### config.mk
export PLATFORM = sky130hd
export DESIGN_NAME = quad_dac_latch
export DESIGN_NICKNAME = d
export VERILOG_FILES = /design/src/rtl/quad_dac_latch.sv
export SDC_FILE = /design/constraint.sdc
export NUM_CORES = 1
export LEC_CHECK = 0
export CORE_MARGIN = 1
export CORE_UTILIZATION = 38
export CTS_CLUSTER_DIAMETER = 30
export DETAILED_ROUTE_END_ITERATION = 12
export DONT_BUFFER_PORTS = 1
export PLACE_DENSITY = 0.51
export RECOVER_POWER = 25
export SYNTH_ARGS = -nofsm -noshare
export SYNTH_HDL_FRONTEND = slang
export SYNTH_SLANG_ARGS = --single-unit
export TNS_END_PERCENT = 10
### constraint.sdc
create_clock -name clk -period 2.1 [get_ports clk]
set_input_delay 0.105 -clock clk [delete_from_list [all_inputs] [get_ports clk]]
set_output_delay 0.105 -clock clk [all_outputs]
set_load 0.005 [all_outputs]
### src/rtl/quad_dac_latch.sv
module quad_dac_latch #(
  parameter int CODE_W    = 12,
  parameter bit RESET_MID = 1'b1
) (
  input  logic              clk,
  input  logic              clear_n,
  input  logic [1:0]        sel,
  input  logic              cs_n,
  input  logic              rd_wr,
  input  logic              load_n,
  input  logic [CODE_W-1:0] din,
  output logic [CODE_W-1:0] dout,
  output logic              dout_en,
  output logic [CODE_W-1:0] code_a,
  output logic [CODE_W-1:0] code_b,
  output logic [CODE_W-1:0] code_c,
  output logic [CODE_W-1:0] code_d
);
  localparam int NCH = 4;
  localparam logic [CODE_W-1:0] RST_CODE =
    RESET_MID ? {1'b1, {(CODE_W-1){1'b0}}} : '0;

  logic [CODE_W-1:0] stage_q [NCH];
  logic [CODE_W-1:0] stage_d [NCH];
  logic [CODE_W-1:0] out_q   [NCH];

  wire wr_en = !cs_n && !rd_wr;
  wire rd_en = !cs_n &&  rd_wr;

  for (genvar ch = 0; ch < NCH; ch++) begin : g_ch
    always_comb
      stage_d[ch] = (wr_en && sel == 2'(ch)) ? din : stage_q[ch];

    always_ff @(posedge clk) begin
      if (!clear_n) begin
        stage_q[ch] <= RST_CODE;
        out_q[ch]   <= RST_CODE;
      end else begin
        stage_q[ch] <= stage_d[ch];
        if (!load_n) out_q[ch] <= stage_d[ch];
      end
    end
  end

  assign dout_en = rd_en;
  assign dout    = rd_en ? stage_q[sel] : '0;
  assign code_a  = out_q[0];
  assign code_b  = out_q[1];
  assign code_c  = out_q[2];
  assign code_d  = out_q[3];
endmodule

==> out/results.tsv, run 1 <==
stage	metric	value	unit
status	status	finished, final reports clean	
cts	clock tree from TritonCTS	done	
final_layout	multi-input gate area in the final layout	2050	um2
placement	Placer Congestion	0.721	
worst_setup_path	cell with the largest stage delay on the worst path	clkbuf_1	
worst_setup_path	startpoint types	input pin	
pwr	Power Internal	3070	uW
logic_synthesis	mapped cell area	4680	um2
route	Final Routed Wirelength	10.8	mm
route	WL/cell	20.1	um
logic_synthesis	Yosys top cell by area	edfxtp_1	
route	remaining antenna violation count	0	
final_layout	NumNets Final	407	
final_layout	P&R area growth vs syn	9.82	%
worst_setup_path	ordered list of cells on the worst path	nor4b_1 -> clkbuf_1 -> mux2i_1	
grt	Overall Global Routing Usage	0.177	
worst_hold_path	capture endpoint of the worst hold path	stage_q[0][7]$_SDFF_PN0_	
final_layout	Seq. cell area	2400	um2
logic_synthesis	top cell types by occurrence after synthesis	mux2i_1 (120), nand2_1 (56), nand3b_1 (56)	
logic_synthesis	Synth Area in Compound Gates	0.0160	
cts	CTS clk-pin slew, worst paths	0.07	ns
worst_setup_path	path type of the worst setup path	input pin to flop	
cts	Resize count post-CTS	0	
worst_setup_path	CP max FO	30	
pwr	reported leakage power	0.00218	uW
worst_setup_path	Critical path buffers and inverters	1	
pwr	proportion of power drawn by combinational gates	0.055	
cts	total number of clock tree sinks	96	
logic_synthesis	most common cell in the synthesized netlist	mux2i_1	
pwr	VDD IR max	345	uV
pwr	clock power share	0.422	
sta	hold slack final	0.0116	ns
logic_synthesis	Net Count, Synth	412	
cts	clock buffer depth	2	
cts	root buffer cell	clkbuf_16	
route	DRT Pass-1 Iters	4	
worst_setup_path	CP max stage delay	0.93	ns
worst_setup_path	family with the most delay on the worst path	buffers and inverters	
worst_setup_path	startpoint of the worst register-to-register path	stage_q[3][9]$_SDFF_PN0_	
cts	post-CTS setup buffer count	0	
cts	clock latency of the later-clocked register in the worst-skew pair	0.34	ns
sta	pins over their slew limit	0	
route	Initial DRC Count	136	
cts	H-tree depth	3	
logic_synthesis	xor-xnor portion of the synthesized cell area	0	
run	count of maximum capacitance violations	0	
final_layout	filler cell count in the final layout	1147	
sta	worst slew margin relative to its limit	0.191	
logic_synthesis	count of state elements after synthesis	96	
logic_synthesis	number of enable-type register cells in the synthesized netlist	48	
logic_synthesis	sequential cell area fraction in the yosys report	0.514	
worst_setup_path	register-to-register path setup slack	0.97	ns
logic_synthesis	main flop type after synthesis	edfxtp_1	
sta	Final setup violation count	0	
worst_setup_path	endpoint of the worst-slack reg-to-reg timing path	stage_q[3][9]$_SDFF_PN0_	
logic_synthesis	largest family of logic cells by synthesized area	multiplexers	
floorplan	initial cell density of the core	0.389	
sta	skew final	0.00698	ns
logic_synthesis	share of synthesized cell area in and, or, nand and nor gates	0.169	
grt	via count of the first global-routing pass	2991	
sta	setup repair after global routing missed its margin	false	
route	total vias in the final route	2917	
sta	final sum of negative setup slack	0	ns
worst_hold_path	HP Start	clear_n	
logic_synthesis	Yosys top cell area share	0.308	
pwr	fraction of power consumed by sequential logic	0.523	
final_layout	ant diodes	0	
grt	global-route wire length before repair	17.1	mm
worst_hold_path	number of cells traversed by the worst hold path	2	
grt	number of antenna violations at the first check in global routing	0	
sta	final hold violations	0	
floorplan	vertical extent of the die	113	um
worst_setup_path	launch point of the critical path	sel[1]	
route	remaining routing DRC violations	0	
logic_synthesis	share of synthesized cell area in full adder, half adder and majority cells	0	
floorplan	Boundary Pins	80	
placement	Detail Placement HPWL	6.02	mm
logic_synthesis	number of cells produced by synthesis	393	
logic_synthesis	proportion of synthesized flip-flops having asynchronous set or reset	0	
logic_synthesis	proportion of synthesized area in mux cells	0.257	
final_layout	fraction of layout instances using a drive strength above 1	0.0560	
floorplan	number of rows created at floorplan	40	
sta	Least-Margin Pin Slew	1.21	ns
pwr	Sw Ratio	0.224	
worst_setup_path	cells on worst reg2reg path	3	
worst_hold_path	Hold/Removal Path Class	input pin to flop	
sta	final critical-path share of the clock period	0.723	
cts	number of buffers added by the clock tree synthesis step	9	
grt	largest net degree at the start of global routing	76	
logic_synthesis	most area-consuming cells after synthesis	edfxtp_1 (31%), mux2i_1 (26%), dfxtp_1 (21%), nand3b_1 (9.0%), nand2_1 (4.5%)	
sta	Max Clock Freq	658	MHz
floorplan	die span in x	113	um
worst_setup_path	type of destination of the critical path	flop	
floorplan	Die Area	12800	um2
pwr	power density of the placed cells	770	nW/um2
worst_setup_path	critical path data arrival time	1.56	ns
sta	final critical path time including I/O delays and setup	1.52	ns
grt	aggregate global routing overflow	0	
logic_synthesis	count of cell types in the netlist	21	
logic_synthesis	average instance area after synthesis	11.9	um2
logic_synthesis	warning count from the yosys run	0	
placement	Buffers on Ports	0	
worst_setup_path	Worst Path Required	2.14	ns
pwr	power spent charging and discharging nets	886	uW
floorplan	core region area	12000	um2
route	number of vias per cell	5.40	
sequential cells by signal (all words and copies together), names as in the netlist:
| name | count |
|---|---|
| out_q | 48 |
| stage_q | 48 |
layer usage:
| layer | global-route usage | vias up | share of wire |
|---|---|---|---|
| li1 | - | 1421 | - |
| met1 | 0.222 | 1430 | 0.47 |
| met2 | 0.298 | 56 | 0.47 |
| met3 | 0.0461 | 10 | 0.040 |
| met4 | 0.0579 | 0 | 0.012 |
| met5 | 0 | - | 0 |
what timing repair did:
action	4_1_cts	5_1_grt
hold buffers	14	0
endpoints found under the setup margin	0	0
hold endpoints to repair	48	0
metrics by stage:
stage                     utilization  power, uW  std cells  cell area, um2  setup WS, ns
after floorplan                     -       2300        393            4680        0.0223
after global placement          0.392       2290        510            4710         0.676
after detailed placement        0.392       2300        510            4710         0.654
after CTS                       0.429       4000        540            5160         0.813
after global routing            0.428       4090        540            5140         0.493
final                           0.428       3960        540            5140         0.581
worst max path at each step:
| stage | endpoint | depth (start not counted) |
|---|---|---|
| after floorplan | out_q[0][0]$_SDFFCE_PN0P_ | 3 |
| after global placement | out_q[1][9]$_SDFFCE_PN0P_ | 2 |
| after detailed placement | out_q[1][11]$_SDFFCE_PN1P_ | 2 |
| after CTS | stage_q[0][6]$_SDFF_PN0_ | 4 |
| after global routing | out_q[1][5]$_SDFFCE_PN0P_ | 3 |
| final | out_q[1][0]$_SDFFCE_PN0P_ | 3 |
power groups by stage:
stage               Combinational (uW)  Sequential [uW]  Clock, uW
floorplan                          201             2100          0
global placement                   182             2110          0
detailed placement                 184             2110          0
CTS                                224             2070       1700
global route                       237             2080       1780
finish                             218             2070       1670
cells in the final DEF, fill, tap and decap left out:
cell type and n:
and4bb_2 1, clkinv_2 1, nand3b_1 56, buf_12 2, nor3b_1 5, clkbuf_16 10
clkinv_4 1, or3b_2 1, clkbuf_1 1, buf_4 3, clkinvlp_4 1, edfxtp_1 48
dlygate4sd3_1 13, nand4bb_1 1, clkinv_1 1, or4b_1 2, nor4b_1 1, dfxtp_1 48
and2b_1 1, mux2i_1 120, nand2_1 56, o22ai_1 12, or4_1 1, clkbuf_8 2
nor2b_1 5
layout make-up:
type,instances,area share
Clock buffer,12,0.0541
Clock inverter,4,0.00487
Multi-Input combinational cell,262,0.399
Sequential cell,96,0.468
Tap cell,147,0.0358
Timing Repair Buffer,19,0.0382
logic make-up after synthesis:
family,after synthesis
compound gates,12
mux,120
buf+inv,35
simple gates,130
flops,96
Power figures use the tool's default switching activity.
==> inputs of run 2 (changes only) <==
--- a/config.mk
+++ b/config.mk
@@ -10,7 +10,7 @@
 export CTS_CLUSTER_DIAMETER = 30
 export DETAILED_ROUTE_END_ITERATION = 12
 export DONT_BUFFER_PORTS = 1
-export PLACE_DENSITY = 0.51
+export PLACE_DENSITY = 0.49
 export RECOVER_POWER = 25
 export SYNTH_ARGS = -nofsm -noshare
 export SYNTH_HDL_FRONTEND = slang
==> constraint.sdc (replaced) <==
create_clock -name clk -period 1.5 [get_ports clk]
set_input_delay 0.075 -clock clk [delete_from_list [all_inputs] [get_ports clk]]
set_output_delay 0.075 -clock clk [all_outputs]
set_load 0.005 [all_outputs]
==> out/results.tsv, run 2 (synthesis gave the netlist of run 1 again) <==
stage	metric	value	unit	change
status	status	finished, final reports clean		unchanged
final_layout	Seq. cell area	2400	um2	unchanged
route	total vias in the final route	2912		was 2,917
final_layout	multi-input gate area in the final layout	2070	um2	was 2050 um2
final_layout	P&R area growth vs syn	11.3	%	was 9.82%
cts	total number of clock tree sinks	96		unchanged
grt	via count of the first global-routing pass	3082		was 2,991
route	WL/cell	20.1	um	about the same
sta	worst slew margin relative to its limit	0.669		was 0.191
worst_hold_path	Hold/Removal Path Class	input pin to flop		unchanged
worst_setup_path	critical path data arrival time	1.28	ns	was 1.56 ns
floorplan	Die Area	12800	um2	unchanged
cts	number of buffers added by the clock tree synthesis step	9		unchanged
placement	Placer Congestion	0.710		was 0.721
cts	H-tree depth	3		unchanged
grt	largest net degree at the start of global routing	68		was 76
final_layout	ant diodes	0		unchanged
cts	clock latency of the later-clocked register in the worst-skew pair	0.34	ns	about the same
final_layout	NumNets Final	411		was 407
sta	final hold violations	0		unchanged
cts	CTS clk-pin slew, worst paths	0.07	ns	about the same
grt	global-route wire length before repair	17.4	mm	was 17.1 mm
worst_setup_path	family with the most delay on the worst path	buffers and inverters		unchanged
sta	final critical-path share of the clock period	0.833		
placement	Detail Placement HPWL	6.20	mm	was 6.02 mm
cts	clock tree from TritonCTS	done		unchanged
floorplan	Boundary Pins	80		unchanged
final_layout	filler cell count in the final layout	1144		was 1,147
sta	Least-Margin Pin Slew	0.495	ns	was 1.21 ns
floorplan	initial cell density of the core	0.389		unchanged
sta	final critical path time including I/O delays and setup	1.25	ns	
sta	hold slack final	0.00638	ns	was 0.0116 ns
worst_setup_path	CP max stage delay	0.71	ns	was 0.93 ns
route	Final Routed Wirelength	10.9	mm	was 10.8 mm
route	number of vias per cell	5.36		was 5.40
pwr	VDD IR max	491	uV	was 345 uV
route	Initial DRC Count	140		was 136
cts	root buffer cell	clkbuf_16		unchanged
cts	post-CTS setup buffer count	0		unchanged
grt	aggregate global routing overflow	0		unchanged
floorplan	core region area	12000	um2	unchanged
run	count of maximum capacitance violations	0		unchanged
sta	pins over their slew limit	0		unchanged
worst_setup_path	Critical path buffers and inverters	2		was 1
worst_setup_path	Worst Path Required	1.53	ns	was 2.14 ns
worst_setup_path	startpoint types	input pin		unchanged
worst_setup_path	path type of the worst setup path	input pin to flop		unchanged
floorplan	vertical extent of the die	113	um	unchanged
final_layout	Regs by FF count	out_q (48), stage_q (48)		unchanged
grt	Overall Global Routing Usage	0.180		was 0.177
sta	Max Clock Freq	800	MHz	
sta	setup repair after global routing missed its margin	false		unchanged
final_layout	fraction of layout instances using a drive strength above 1	0.0682		was 0.0560
worst_setup_path	type of destination of the critical path	flop		unchanged
floorplan	number of rows created at floorplan	40		unchanged
grt	number of antenna violations at the first check in global routing	0		unchanged
pwr	reported leakage power	0.00221	uW	was 0.00218 uW
cts	clock buffer depth	2		unchanged
pwr	power density of the placed cells	1030	nW/um2	was 770 nW/um2
route	remaining routing DRC violations	0		unchanged
route	remaining antenna violation count	0		unchanged
cts	Hold Buf Count CTS	15		was 14
worst_setup_path	CP max FO	67		was 30
worst_setup_path	ordered list of cells on the worst path	dlygate4sd3_1 -> nand2_4 -> buf_4		was nor4b_1 -> clkbuf_1 -> mux2i_1
placement	Buffers on Ports	0		unchanged
sta	final sum of negative setup slack	0	ns	unchanged
route	DRT Pass-1 Iters	4		unchanged
sta	skew final	0.00368	ns	was 0.00698 ns
floorplan	die span in x	113	um	unchanged
final_layout	most frequent cells in the layout	mux2i_1 (120), nand3b_1 (56), nand2_1 (55), edfxtp_1 (48), dfxtp_1 (48)		was mux2i_1 (120), nand3b_1 (56), nand2_1 (56), edfxtp_1 (48), dfxtp_1 (48)
final_layout	leading cell type in the layout, fill and taps excluded	mux2i_1		unchanged
sta	Final setup violation count	0		unchanged
worst_setup_path	cell with the largest stage delay on the worst path	dlygate4sd3_1		was clkbuf_1
cts	Resize count post-CTS	0		unchanged
==> run 2: path summary, 6_finish.rpt <==
kind                                          startpoint                    endpoint  slack, ns  depth (start not counted)
worst max-delay path                             clear_n   out_q[0][4]$_SDFFCE_PN0P_       0.25                          3
worst min-delay path                              load_n  out_q[3][11]$_SDFFCE_PN1P_      0.006                          2
worst max register to register  stage_q[1][5]$_SDFF_PN0_    stage_q[1][5]$_SDFF_PN0_       0.37                          3
worst min register to register  stage_q[3][9]$_SDFF_PN0_    stage_q[3][9]$_SDFF_PN0_       0.47                          2
==> run 2: final cells by class <==
type                            instances  share of cell area
Multi-Input combinational cell        262               0.399
Sequential cell                        96               0.462
Clock buffer                           12              0.0493
Clock inverter                          3             0.00337
Tap cell                              147              0.0353
Timing Repair Buffer                   23              0.0519
==> run 2: routing by layer <==
layer | vias up | wire length, um | share of wire | track usage
li1 | 1428 | - | - | -
met4 | 0 | 172 | 0.016 | 0.0702
met2 | 62 | 5360 | 0.49 | 0.304
met1 | 1409 | 5010 | 0.46 | 0.228
met3 | 13 | 385 | 0.035 | 0.0343
met5 | - | 0 | 0 | 0
==> run 2: metrics by stage <==
stage,instances,instance area [um2],utilization,total power [uW],worst slack [ns]
after floorplan,393,4690,-,3220,0.155
after global placement,513,4770,0.397,3220,0.216
after detailed placement,513,4770,0.397,3220,0.220
after CTS,543,5200,0.433,5430,0.254
after global routing,543,5200,0.433,5570,0.210
final,543,5200,0.433,5370,0.250
==> run 2: worst reg2reg max path, cell delays in order, from the launching register on <==
cell and delay [ns]:
dfxtp_1 0.36, nand2_1 0.06, mux2i_1 0.11, dlygate4sd3_1 0.55
==> run 2: report_power, final <==
group / switching [uW] / leakage [uW] / internal [uW]
clock network: 940 / 0.000134 / 1200
registers: 54.9 / 0.000908 / 2840
logic: 171 / 0.00117 / 159
total: 1170 / 0.00221 / 4200
==> inputs of run 3 (changes only) <==
--- a/config.mk
+++ b/config.mk
@@ -5,12 +5,13 @@
 export SDC_FILE = /design/constraint.sdc
 export NUM_CORES = 1
 export LEC_CHECK = 0
+export ABC_AREA = 1
 export CORE_MARGIN = 1
 export CORE_UTILIZATION = 38
 export CTS_CLUSTER_DIAMETER = 30
 export DETAILED_ROUTE_END_ITERATION = 12
 export DONT_BUFFER_PORTS = 1
-export PLACE_DENSITY = 0.49
+export PLACE_DENSITY = 0.51
 export RECOVER_POWER = 25
 export SYNTH_ARGS = -nofsm -noshare
 export SYNTH_HDL_FRONTEND = slang
==> constraint.sdc (replaced) <==
create_clock -name clk -period 1.11 [get_ports clk]
set_input_delay 0.0555 -clock clk [delete_from_list [all_inputs] [get_ports clk]]
set_output_delay 0.0555 -clock clk [all_outputs]
set_load 0.005 [all_outputs]
==> out/results.tsv, run 3 <==
stage	metric	value	unit	change
logic_synthesis	average instance area after synthesis	7.97	um2	was 11.9 um2
status	violations in the final reports	negative setup slack		
sta	post-route worst setup slack	-0.0322	ns	was 0.250 ns
worst_setup_path	type of destination of the critical path	output port		was flop
pwr	VDD IR max	587	uV	was 491 uV
logic_synthesis	number of enable-type register cells in the synthesized netlist	48		unchanged
worst_setup_path	critical path data arrival time	1.09	ns	was 1.28 ns
cts	total number of clock tree sinks	96		unchanged
final_layout	Final Instance Area	4800	um2	was 5200 um2
worst_setup_path	CP max stage delay	0.33	ns	was 0.71 ns
logic_synthesis	Yosys top cell area share	0.339		was 0.308
grt	number of antenna violations at the first check in global routing	0		unchanged
sta	final critical-path share of the clock period	1.03		
logic_synthesis	Net Count, Synth	552		was 412
worst_setup_path	ordered list of cells on the worst path	nand3_1 -> nand2_2 -> nor2_4 -> nor2_2		was dlygate4sd3_1 -> nand2_4 -> buf_4
pwr	reported leakage power	0.00209	uW	was 0.00221 uW
worst_hold_path	Hold/Removal Path Class	input pin to flop		unchanged
placement	Buffers on Ports	0		unchanged
worst_setup_path	Worst Path Required	1.05	ns	was 1.53 ns
final_layout	P&R area growth vs syn	13.1	%	was 11.3%
final_layout	fraction of layout instances using a drive strength above 1	0.193		was 0.0682
final_layout	Post-Route Utilization	0.441		was 0.433
worst_setup_path	cell with the largest stage delay on the worst path	dfxtp_2		was dlygate4sd3_1
cts	number of buffers added by the clock tree synthesis step	9		unchanged
placement	post-detailed-placement cell area	4430	um2	was 4770 um2
placement	Placed Cells incl. Taps	661		was 513
logic_synthesis	mapped cell area	4250	um2	was 4680 um2
placement	Placer Congestion	0.816		was 0.710
route	WL/cell	17.5	um	was 20.1 um
floorplan	initial cell density of the core	0.390		was 0.389
logic_synthesis	proportion of synthesized flip-flops having asynchronous set or reset	0		unchanged
floorplan	vertical extent of the die	108	um	was 113 um
final_layout	filler cell count in the final layout	1099		was 1,144
logic_synthesis	top cell types by occurrence after synthesis	nand2_1 (133), nor2_1 (113), nand3_1 (92)		was mux2i_1 (120), nand2_1 (56), nand3b_1 (56)
floorplan	die span in x	108	um	was 113 um
route	Final Routed Wirelength	12.0	mm	was 10.9 mm
worst_setup_path	CP max FO	2		was 67
worst_setup_path	family with the most delay on the worst path	simple AND/OR/NAND/NOR gates		was buffers and inverters
grt	M2 GR Usage	0.315		was 0.304
logic_synthesis	main flop type after synthesis	edfxtp_1		unchanged
sta	Final setup violation count	6		was 0
grt	GR peak layer	met2		unchanged
route	number of vias per cell	5.00		was 5.36
final_layout	Regs by FF count	out_q (48), stage_q (48)		unchanged
run	count of maximum capacitance violations	0		unchanged
final_layout	Seq. cell area	2440	um2	was 2400 um2
final_layout	Finished Layout Cells	684		was 543
floorplan	Boundary Pins	80		unchanged
sta	final critical path time including I/O delays and setup	1.14	ns	
logic_synthesis	sequential cell area fraction in the yosys report	0.566		was 0.514
route	DRT Pass-1 Iters	8		was 4
final_layout	leading cell type in the layout, fill and taps excluded	nand2_1		was mux2i_1
cts	H-tree depth	3		unchanged
cts	CTS clk-pin slew, worst paths	0.10	ns	was 0.07 ns
route	total vias in the final route	3419		was 2,912
grt	aggregate global routing overflow	0		unchanged
grt	global-route wire length before repair	18.4	mm	was 17.4 mm
worst_setup_path	path type of the worst setup path	flop to output port		was input pin to flop
sta	pins over their slew limit	0		unchanged
sta	final hold violations	0		unchanged
logic_synthesis	number of cells produced by synthesis	533		was 393
final_layout	multi-input gate area in the final layout	1570	um2	was 2070 um2
route	Initial DRC Count	187		was 140
final_layout	most frequent cells in the layout	nand2_1 (122), nor2_1 (98), nand3_1 (85), inv_1 (57), edfxtp_1 (48)		was mux2i_1 (120), nand3b_1 (56), nand2_1 (55), edfxtp_1 (48), dfxtp_1 (48)
grt	Overall Global Routing Usage	0.218		was 0.180
grt	via count of the first global-routing pass	3226		was 3,082
cts	clock tree from TritonCTS	done		unchanged
sta	Least-Margin Pin Slew	0.820	ns	was 0.495 ns
final_layout	ant diodes	0		unchanged
cts	clock buffer depth	2		unchanged
route	remaining routing DRC violations	0		unchanged
grt	M1 GR Usage	0.314		was 0.228
cts	clock latency of the later-clocked register in the worst-skew pair	0.37	ns	was 0.34 ns
logic_synthesis	most area-consuming cells after synthesis	edfxtp_1 (34%), dfxtp_1 (23%), nand2_1 (12%), nand3_1 (11%), nor2_1 (10%)		was edfxtp_1 (31%), mux2i_1 (26%), dfxtp_1 (21%), nand3b_1 (9.0%), nand2_1 (4.5%)
sta	setup repair after global routing missed its margin	true		was false
sta	hold slack final	0.0125	ns	was 0.00638 ns
floorplan	number of rows created at floorplan	38		was 40
sta	Max Clock Freq	876	MHz	
status	status	complete, but fails checks		was finished, final reports clean
final_layout	NumNets Final	558		was 411
logic_synthesis	most common cell in the synthesized netlist	nand2_1		was mux2i_1
grt	met3 usage in global routing	0.0400		was 0.0343
cts	post-CTS setup buffer count	0		unchanged
route	remaining antenna violation count	0		unchanged
sta	worst slew margin relative to its limit	0.453		was 0.669
grt	largest net degree at the start of global routing	45		was 68
placement	Detail Placement HPWL	7.83	mm	was 6.20 mm
cts	root buffer cell	clkbuf_8		was clkbuf_16
floorplan	Die Area	11600	um2	was 12,800 um2
sta	skew final	0.0146	ns	was 0.00368 ns
worst_setup_path	startpoint types	flop		was input pin
logic_synthesis	warning count from the yosys run	0		unchanged
placement	Place WS	-0.00631	ns	was 0.220 ns
logic_synthesis	count of state elements after synthesis	96		unchanged
logic_synthesis	Yosys top cell by area	edfxtp_1		unchanged
worst_setup_path	Critical path buffers and inverters	0		was 2
pwr	power density of the placed cells	1370	nW/um2	was 1030 nW/um2
logic_synthesis	count of cell types in the netlist	14		was 21
floorplan	core region area	10900	um2	was 12,000 um2
==> run 3: final timing paths <==
check	start	cells past startpoint	slack, ns	endpoint
min reg2reg	stage_q[0][11]$_SDFF_PN1_	2	0.49	stage_q[0][11]$_SDFF_PN1_
min	rd_wr	4	0.01	stage_q[0][11]$_SDFF_PN1_
max	stage_q[1][9]$_SDFF_PN0_	4	-0.03	dout[9]
max reg2reg	stage_q[3][7]$_SDFF_PN0_	4	0.25	out_q[3][7]$_SDFFCE_PN0P_
==> run 3: logic make-up (layout without fill, tap and decap cells) <==
kind of cell  count (synthesis)  in the layout  share of synthesized area
flops                        96             96                      0.566
simple gates                344            344                      0.341
buf+inv                      93            104                     0.0940
==> run 3: what timing repair did <==
action,in CTS,in global routing
setup endpoints to repair,12,100
hold endpoints to repair,15,0
hold buffers,7,0
pin swaps,15,18
resized for setup,30,41
==> run 3: layout make-up <==
| type | instances | area share |
|---|---|---|
| sequential | 96 | 0.508 |
| tap | 140 | 0.0365 |
| inverter | 62 | 0.0485 |
| timing repair buffer | 26 | 0.0485 |
| clock buffer | 12 | 0.0281 |
| multi-input combinational | 344 | 0.326 |
| clock inverter | 4 | 0.00443 |
==> run 3: metal layers <==
layer  vias to the layer above  share of wire
li1                       1672              -
met1                      1620           0.48
met2                       112           0.44
met3                        15          0.061
met4                         0          0.019
met5                         -              0
==> run 3: per-stage QoR <==
stage / TNS, ns / power, uW
after floorplan: 0 / 4440
after global routing: -0.623 / 6840
after detailed placement: -0.00631 / 4620
after global placement: 0 / 4620
after CTS: -0.430 / 6640
final: -0.0984 / 6600
==> run 3: report_power, final <==
part | internal, uW | switching [uW]
sequential | 3880 | 92.6
combinational | 179 | 433
clock | 804 | 1210
==> run 3: worst register-to-register path, delay by kind of cell, from the launching register on <==
family	cells	cell delay, ns
and+or+nand+nor	3	0.23
DFF	1	0.33
buffers and inverters	1	0.04
